--- config.mk ---
export PLATFORM = sky130hd
export DESIGN_NAME = qram_port
export DESIGN_NICKNAME = d
export VERILOG_FILES = /design/src/rtl/qram_pkg.sv /design/src/rtl/qram_ptr_reg.sv /design/src/rtl/qram_bank.sv /design/src/rtl/qram_coll_det.sv /design/src/rtl/qram_port.sv
export SDC_FILE = /design/constraint.sdc
export NUM_CORES = 1
export LEC_CHECK = 0
export ABC_AREA = 1
export BUFFER_PORTS_ARGS = -buffer_cell sky130_fd_sc_hd__buf_2
export CAP_MARGIN = 30
export CORE_MARGIN = 5
export CORE_UTILIZATION = 40
export CTS_BUF_LIST = sky130_fd_sc_hd__clkbuf_8
export DETAILED_ROUTE_END_ITERATION = 6
export MAX_ROUTING_LAYER = met4
export PLACE_DENSITY = 0.67
export SYNTH_ARGS = -nofsm -noshare
export SYNTH_HDL_FRONTEND = slang
export SYNTH_SLANG_ARGS = --single-unit
--- constraint.sdc ---
create_clock -name clk -period 3.1 [get_ports clk]
set_input_delay 0.62 -clock clk [delete_from_list [all_inputs] [get_ports clk]]
set_output_delay 0.62 -clock clk [all_outputs]
set_load 0.05 [all_outputs]
--- src/rtl/qram_pkg.sv ---
package qram_pkg;
  localparam int PTR_W    = 6;
  localparam int IDX_W    = 4;
  localparam int REGION_N = 1 << IDX_W;

  typedef enum logic [1:0] {
    RG_TX   = 2'd0,
    RG_RX   = 2'd1,
    RG_CMD  = 2'd2,
    RG_NONE = 2'd3
  } region_e;

  function automatic region_e region_of(input logic [PTR_W-1:0] p);
    return region_e'(p[PTR_W-1:IDX_W]);
  endfunction

  function automatic logic [IDX_W-1:0] index_of(input logic [PTR_W-1:0] p);
    return p[IDX_W-1:0];
  endfunction

  function automatic logic [PTR_W-1:0] ptr_step(input logic [PTR_W-1:0] p);
    return p + {{(PTR_W-1){1'b0}}, 1'b1};
  endfunction
endpackage

--- src/rtl/qram_ptr_reg.sv ---
module qram_ptr_reg
  import qram_pkg::*;
(
  input  logic             clk,
  input  logic             rst_n,
  input  logic             load,
  input  logic [PTR_W-1:0] load_val,
  input  logic             step,
  output logic [PTR_W-1:0] ptr
);
  always_ff @(posedge clk or negedge rst_n) begin
    if (!rst_n)    ptr <= '0;
    else if (load) ptr <= load_val;
    else if (step) ptr <= ptr_step(ptr);
  end

  AST_PTR_STEP: assert property (@(posedge clk) disable iff (!rst_n)
    (step && !load) |=> (ptr == PTR_W'($past(ptr) + 1)));
  AST_PTR_HOLD: assert property (@(posedge clk) disable iff (!rst_n)
    (!step && !load) |=> $stable(ptr));
endmodule

--- src/rtl/qram_bank.sv ---
module qram_bank #(
  parameter int W     = 16,
  parameter int DEPTH = 16,
  localparam int IW   = $clog2(DEPTH)
) (
  input  logic          clk,
  input  logic          rst_n,
  input  logic          we,
  input  logic [IW-1:0] widx,
  input  logic [W-1:0]  wdata,
  input  logic [IW-1:0] ra_idx,
  output logic [W-1:0]  ra_data,
  input  logic [IW-1:0] rb_idx,
  output logic [W-1:0]  rb_data
);
  logic [W-1:0] mem [DEPTH];

  always_ff @(posedge clk or negedge rst_n) begin
    if (!rst_n) begin
      for (int i = 0; i < DEPTH; i++) mem[i] <= '0;
    end else if (we) begin
      mem[widx] <= wdata;
    end
  end

  assign ra_data = mem[ra_idx];
  assign rb_data = mem[rb_idx];
endmodule

--- src/rtl/qram_coll_det.sv ---
module qram_coll_det
  import qram_pkg::*;
(
  input  logic             data_wr,
  input  logic [PTR_W-1:0] ptr,
  input  logic             busy,
  input  logic [IDX_W-1:0] live_idx,
  input  logic             err_en,
  output logic             hit,
  output logic             block
);
  assign hit   = data_wr && busy && (region_of(ptr) == RG_CMD) && (index_of(ptr) == live_idx);
  assign block = hit && err_en;
endmodule

--- src/rtl/qram_port.sv ---
module qram_port
  import qram_pkg::*;
#(
  parameter int DATA_W = 16,
  parameter int CMD_W  = 8
) (
  input  logic                clk,
  input  logic                rst_n,
  input  logic                h_wr,
  input  logic                h_rd,
  input  logic                h_sel,
  input  logic [DATA_W-1:0]   h_wdata,
  output logic [DATA_W-1:0]   h_rdata,
  output logic                h_err,
  input  logic                err_en,
  input  logic                eng_busy,
  input  logic [IDX_W-1:0]    eng_cmd_ptr,
  output logic [CMD_W-1:0]    eng_cmd_data,
  input  logic [IDX_W-1:0]    eng_tx_idx,
  output logic [DATA_W-1:0]   eng_tx_data,
  input  logic                eng_rx_we,
  input  logic [IDX_W-1:0]    eng_rx_idx,
  input  logic [DATA_W-1:0]   eng_rx_data,
  output logic                coll_pulse
);
  logic [PTR_W-1:0]  ptr;
  logic              data_acc, data_wr, ptr_load;
  logic              coll_hit, coll_block;
  logic              tx_we, cmd_we;
  logic [IDX_W-1:0]  idx;
  region_e           rgn;
  logic [DATA_W-1:0] tx_rd, rx_rd, rx_unused;
  logic [CMD_W-1:0]  cmd_rd;
  logic [DATA_W-1:0] data_rd;

  assign data_acc = h_sel && (h_wr || h_rd);
  assign data_wr  = h_sel && h_wr;
  assign ptr_load = !h_sel && h_wr;
  assign rgn      = region_of(ptr);
  assign idx      = index_of(ptr);

  qram_ptr_reg u_ptr (
    .clk(clk), .rst_n(rst_n), .load(ptr_load), .load_val(h_wdata[PTR_W-1:0]),
    .step(data_acc), .ptr(ptr)
  );

  qram_coll_det u_coll (
    .data_wr(data_wr), .ptr(ptr), .busy(eng_busy), .live_idx(eng_cmd_ptr),
    .err_en(err_en), .hit(coll_hit), .block(coll_block)
  );

  assign tx_we  = data_wr && (rgn == RG_TX);
  assign cmd_we = data_wr && (rgn == RG_CMD) && !coll_block;

  qram_bank #(.W(DATA_W), .DEPTH(REGION_N)) u_tx (
    .clk(clk), .rst_n(rst_n), .we(tx_we), .widx(idx), .wdata(h_wdata),
    .ra_idx(idx), .ra_data(tx_rd), .rb_idx(eng_tx_idx), .rb_data(eng_tx_data)
  );

  qram_bank #(.W(DATA_W), .DEPTH(REGION_N)) u_rx (
    .clk(clk), .rst_n(rst_n), .we(eng_rx_we), .widx(eng_rx_idx), .wdata(eng_rx_data),
    .ra_idx(idx), .ra_data(rx_rd), .rb_idx(idx), .rb_data(rx_unused)
  );

  qram_bank #(.W(CMD_W), .DEPTH(REGION_N)) u_cmd (
    .clk(clk), .rst_n(rst_n), .we(cmd_we), .widx(idx), .wdata(h_wdata[CMD_W-1:0]),
    .ra_idx(idx), .ra_data(cmd_rd), .rb_idx(eng_cmd_ptr), .rb_data(eng_cmd_data)
  );

  always_comb begin
    unique case (rgn)
      RG_TX:   data_rd = tx_rd;
      RG_RX:   data_rd = rx_rd;
      RG_CMD:  data_rd = {{(DATA_W-CMD_W){1'b0}}, cmd_rd};
      default: data_rd = '0;
    endcase
  end

  assign h_rdata = h_sel ? data_rd : {{(DATA_W-PTR_W){1'b0}}, ptr};
  assign h_err   = coll_block;

  always_ff @(posedge clk or negedge rst_n) begin
    if (!rst_n) coll_pulse <= 1'b0;
    else        coll_pulse <= coll_hit;
  end

  AST_PULSE_FROM_HIT: assert property (@(posedge clk) disable iff (!rst_n)
    coll_pulse |-> $past(data_wr && eng_busy));
  AST_ERR_NEEDS_EN: assert property (@(posedge clk) disable iff (!rst_n)
    h_err |-> (err_en && h_wr && h_sel));
  AST_BLOCKED_CMD_KEEP: assert property (@(posedge clk) disable iff (!rst_n)
    (h_err && !$isunknown(eng_cmd_ptr)) |=> (eng_cmd_ptr != $past(eng_cmd_ptr)) || $stable(eng_cmd_data));
  AST_OOR_ZERO: assert property (@(posedge clk) disable iff (!rst_n)
    (h_sel && rgn == RG_NONE) |-> (h_rdata == '0));
endmodule

### After elaboration in Yosys (flattened, before gate mapping)

Index checks and enable logic that the tools add are counted.

| storage, ports and cells | value |
|---|---|
| bits in registers | 647 |
| output and inout port bits | 42 |
| word-level logic and storage cells | 109 |

| operators by class | value |
|---|---|
| add/subtract/negate cells | 1 |
| $lt $le $gt $ge | 6 |
| equal/unequal tests | 3 |
| mux-type cells | 28 |
| bitwise gates (word level) | 4 |
| reductions and logical operators | 17 |

Operator list:

| cell | count |
|---|---|
| $bwmux 256 | 2 |
| $bmux 16 s4 | 3 |
| $mux 16 | 9 |
| $bwmux 128 | 1 |
| $demux 16 s4 | 2 |
| $bmux 8 s4 | 2 |
| $pmux 16 s3 | 1 |
| $mux 8 | 5 |
| $demux 8 s4 | 1 |
| $ge 5x5->1 const B | 4 |
| $not 4->5 | 4 |
| $logic_and 1x1->1 | 12 |
| $mux 6 | 2 |
| $lt 5x1->1 const B | 2 |
| $add 6x1->6 const B | 1 |
| $eq 4x4->1 | 1 |
| $eq 2x1->1 const B | 1 |
| $eq 2x2->1 const B | 1 |
| $logic_not 1->1 | 2 |
| $logic_not 2->1 | 1 |
| $reduce_bool 2->1 | 1 |
| $logic_or 1x1->1 | 1 |

### Longest topological paths before layout

| depth | value |
|---|---|
| depth in word-level cells | 7 |
| depth in mapped cells | 14 |
| depth with buffers taken out | 11 |

### By module

Synthesis repeated with hierarchy kept, for this count alone.

| second synthesis, totals | value |
|---|---|
| cell total of the unflattened synthesis | 5,762 |
| area total of the unflattened synthesis | 38,205.4 um^2 |

By module, submodules not included:

| module | instances | cells an instance | area an instance (um^2) | seq. area each (um^2) |
|---|---|---|---|---|
| qram_bank (u_rx ...) | 2 | 2,236 | 14,899.3 | 6,406.1 |
| qram_bank (u_cmd) | 1 | 1,125 | 7,507.2 | 3,203.1 |
| qram_port | 1 | 97 | 442.9 | 25.0 |
| qram_ptr_reg | 1 | 44 | 345.3 | 150.1 |
| qram_coll_det | 1 | 24 | 111.4 | 0.0 |

### Least setup slack after synthesis

Ideal clock, no wire load.

| timing | value |
|---|---|
| path kind | input to output |
| start | input port eng_tx_idx[0] |
| end | output port eng_tx_data[13] |
| arrival time | 2.754 ns |
| data required time | 2.480 ns |
| slack | -0.274 ns |
| cell stages on the path | 7 |
| buffers on the path | 3 |
| cell sequence | clkbuf_1 > clkbuf_1 > clkbuf_1 > o21ai_0 > a21oi_1 > o22ai_1 > o21ai_0 |

| on the way | value |
|---|---|
| longest elaborated chain between the ends | 4 |

RTL lines:

| element | RTL line | RTL |
|---|---|---|
| from (decl) | qram_port.sv:19 | `input logic [IDX_W-1:0] eng_tx_idx,` |
| $not 4->5 (implied by the code) | qram_bank.sv:27 | `assign rb_data = mem[rb_idx];` |
| $bmux 16 s4 | qram_bank.sv:27 |  |
| $mux 16 (implied by the code) (2 in a row) | qram_bank.sv:27 |  |
| to (decl) | qram_port.sv:20 | `output logic [DATA_W-1:0] eng_tx_data,` |

No other way between the ends. The select of a mux whose other input is x is not followed.

### Final worst setup path

| timing | value |
|---|---|
| start | register u_ptr.ptr[0] |
| end | output port h_rdata[7] |

| on the way | value |
|---|---|
| longest elaborated chain between the ends | 6 |

RTL lines:

| element | RTL line | RTL |
|---|---|---|
| from (decl) | qram_ptr_reg.sv:9 | `output logic [PTR_W-1:0] ptr` |
| from (signal assigned) | qram_ptr_reg.sv:13 | `else if (load) ptr <= load_val;` |
| from (signal assigned) | qram_ptr_reg.sv:14 | `else if (step) ptr <= ptr_step(ptr);` |
| $not 4->5 (implied by the code) * | qram_bank.sv:26 | `assign ra_data = mem[ra_idx];` |
| $bmux 8 s4 or $bmux 16 s4 (tied branches) | qram_bank.sv:26 |  |
| $mux 8 (implied by the code) or $mux 16 (tied branches) (2 in a row) | qram_bank.sv:26 |  |
| $pmux 16 s3 * | qram_port.sv:71 | `unique case (rgn)` |
| $mux 16 * | qram_port.sv:79 | `assign h_rdata = h_sel ? data_rd : {{(DATA_W-PTR_W){1'b0}}, ptr};` |
| to (decl) | qram_port.sv:13 | `output logic [DATA_W-1:0] h_rdata,` |

Mark *: on every way between the ends. The rest lies on a longest branch, timed or not. The select of a mux whose other input is x is not followed.

==> results.toml <==
[routing]
vias = 32900
wl_per_cell_um = 19.4
wl_um = 117000
firstDrtPassIters = 6
postRouteAntennaNets = 0
via_per_inst = 5.45
drt_iter0_drc = 4170
post-route-drc-count = 0

[floorplanning]
fp-row-count = 107
die_y_um = 302
design.core.area_um2 = 85000
pin_count = 94
start_util_pct = 40.2
die_w_um = 302
dieArea_um2 = 91500

[timing]
slew_viol_final = 0
min_period_ns = 3.47
rsz0062_at_grt = "true"
fmax_mhz = 288
hold_viol = 0
hold_ws_ns = 0.125
slew_headroom_pct = 36.1
setup_ws_ns = -0.373
setup_viol = 16
finalCritPeriodShare_pct = 112
final.setup_skew_ns = 0.0385
worstMarginPinSlew_ns = 0.957

[critical_path]
crit_path_end_kind = "output port"
startpoint_type = "flip-flop"
cp.arrival_ns = 2.85
critPathRequiredTime_ns = 2.48
cp_max_fo = 7
critPathKind = "flip-flop to output port"

[synthesis]
synth-seq-area-share_pct = 47.3
synth_edf_count = 0
avgSynthCellArea_um2 = 7.22
synth_cell_types = 37
ys_ff_latch = 647
synth-async-reset-ratio_pct = 100
synth_warnings = 0
ys.flop_type = "dfrtp_1"
synthCells = 4740
synth.cell_area_um2 = 34200
synth_fp_nets = 4796

[final_layout]
fin_area_um2 = 40300
drive_gt1_share_pct = 12.2
final_cells = 6028
fillers = 8404
layout.nets = 4851
final_common_cell = "nand2_1"
area_growth_syn_to_layout_pct = 17.8
final_cell_mix = "nand2_1 (1,483), o21ai_0 (929), dfrtp_1 (644), inv_1 (431), nor2_1 (230)"
utilization_pct = 47.4

[grt]
grt_pass1_wl_um = 178000
grt_max_degree = 107
grt_pass1_vias = 30600
antenna_found_initial = 1
grt-ovfl-total = 0
track_usage_pct = 25.3

[clocking]
clock-sinks = 647
cts_buffers = 112
cts_root_buffer = "clkbuf_8"
cts_tree = "yes"
cts_buffer_depth = 3
clk_latency_ns = 0.74
htreeDepth = 3
path_clk_slew_ns = 0.06

[pwr]
peakVddDrop_uv = 310
leakage_nw = 19.3
powerDensity_nw_per_um2 = 702

[run]
maxCapViolCount = 0

[outcome]
status = "complete, but fails checks"
violations = "setup timing"

[place]
dp_slack_ns = -0.147
gp_congestion = 0.925
dp_cells = 5771
placed_area_um2 = 36500
hpwl_um = 66300
port_buffers = 93

[hold_path]
hold_path.class = "primary input to flip-flop"
==> worst max-delay path, cell delays in order, from the launching register on <==
cell and delay, ns:
dfrtp_4 0.54, buf_12 0.18, buf_16 0.16, buf_16 0.14, o211ai_1 0.18, nand2_1 0.10
nand2_1 0.08, nand2_2 0.07, o21ai_4 0.22, nand3_4 0.16, nand2_2 0.09, inv_1 0.05
buf_6 0.14
==> path summary, 6_finish.rpt <==
kind | startpoint | end | slack [ns] | cells after the start
worst max-delay path | u_ptr.ptr[0] | h_rdata[7] | -0.37 | 12
worst min-delay path | eng_rx_data[1] | u_rx.mem[145] | 0.13 | 3
worst max register to register | u_ptr.ptr[0] | u_cmd.mem[117] | 0.40 | 9
worst min register to register | u_rx.mem[46] | u_rx.mem[46] | 0.48 | 2
max in group asynchronous | rst_n | u_cmd.mem[102] | 1.76 | 4
min in group asynchronous | rst_n | u_cmd.mem[119] | 0.39 | 2
==> power by group <==
group	total (mW)	switching (mW)	leakage, nW	internal, mW
combinational	8.56	5.35	9.46	3.21
sequential	11.9	1.35	8.50	10.6
clock	7.83	3.69	1.31	4.15
==> area by class of cell <==
cell class	instances	area [um2]	share of cell area, %
Sequential cell	647	16200	40.2
Multi-Input combinational cell	3322	15300	38.0
Timing Repair Buffer	307	3540	8.77
Clock buffer	144	1980	4.92
Inverter	401	1540	3.81
Tap cell	1144	1430	3.55
Clock inverter	57	263	0.652
Timing Repair inverter	4	47.5	0.118
Antenna cell	2	5.00	0.0124
==> synthesized netlist by cell type, types with 2 or more instances <==
cell	n	area share, %
nand2_1	1500	16
o21ai_0	1001	15
dfrtp_1	647	47
inv_1	396	4.3
clkbuf_1	280	3.1
nor2_1	250	2.7
a21oi_1	243	3.6
nand3_1	168	2.5
o211ai_1	45	0.99
buf_2	39	0.57
o21ai_1	35	0.51
buf_1	32	0.35
o221ai_1	25	0.64
buf_8	10	0.44
nand3_4	10	0.51
nand4_1	9	0.16
o22ai_1	8	0.15
buf_4	6	0.13
mux2i_1	6	0.18
ha_1	4	0.15
nor3_1	4	0.059
inv_2	3	0.033
clkinv_1	2	0.022
nand2_2	2	0.037
o21ai_2	2	0.051
xor2_1	2	0.051
==> state kept, by name (all words and copies together) (netlist names) <==
register,count
u_ptr.ptr,6
u_rx.mem,256
u_tx.mem,256
coll_pulse,1
u_cmd.mem,128
==> through the flow <==
| step | power [mW] | TNS, ns |
|---|---|---|
| 4_1_cts | 27.8 | -5.43 |
| 3_3_place_gp | 19.2 | -0.151 |
| 2_1_floorplan | 16.8 | 0 |
| 3_5_place_dp | 19.5 | -0.147 |
| 5_1_grt | 30.1 | -7.00 |
| 6_report | 28.3 | -4.91 |
==> cell families (layout without fill, tap and decap cells) <==
group | Yosys count | count (layout) | share of synthesized area (%)
simple gates | 1950 | 1950 | 22.7
compound gates | 1360 | 1360 | 20.6
buf+inv | 771 | 913 | 9.07
flops | 647 | 647 | 47.3
mux | 6 | 6 | 0.176
fa+ha+maj | 4 | 4 | 0.146
xor+xnor | 2 | 2 | 0.0512
other cells | 0 | 2 | 0
==> layer usage <==
layer	GRT usage, %	vias to the layer above	wire length [um]
met5	-	-	0
met4	9.08	0	4160
met3	4.13	286	10500
met2	38.4	1623	53000
met1	34.5	15500	49400
li1	-	15400	-
==> what timing repair did <==
item                                    CTS  global route
pin swaps                                20            55
hold buffers                              1             0
gates cloned                             14            20
setup buffers                            11             9
gates resized for setup                 129           111
endpoints found under the setup margin   17            17
hold endpoints to repair                 28             0
Note: power is estimated with default switching activity, not from simulation.
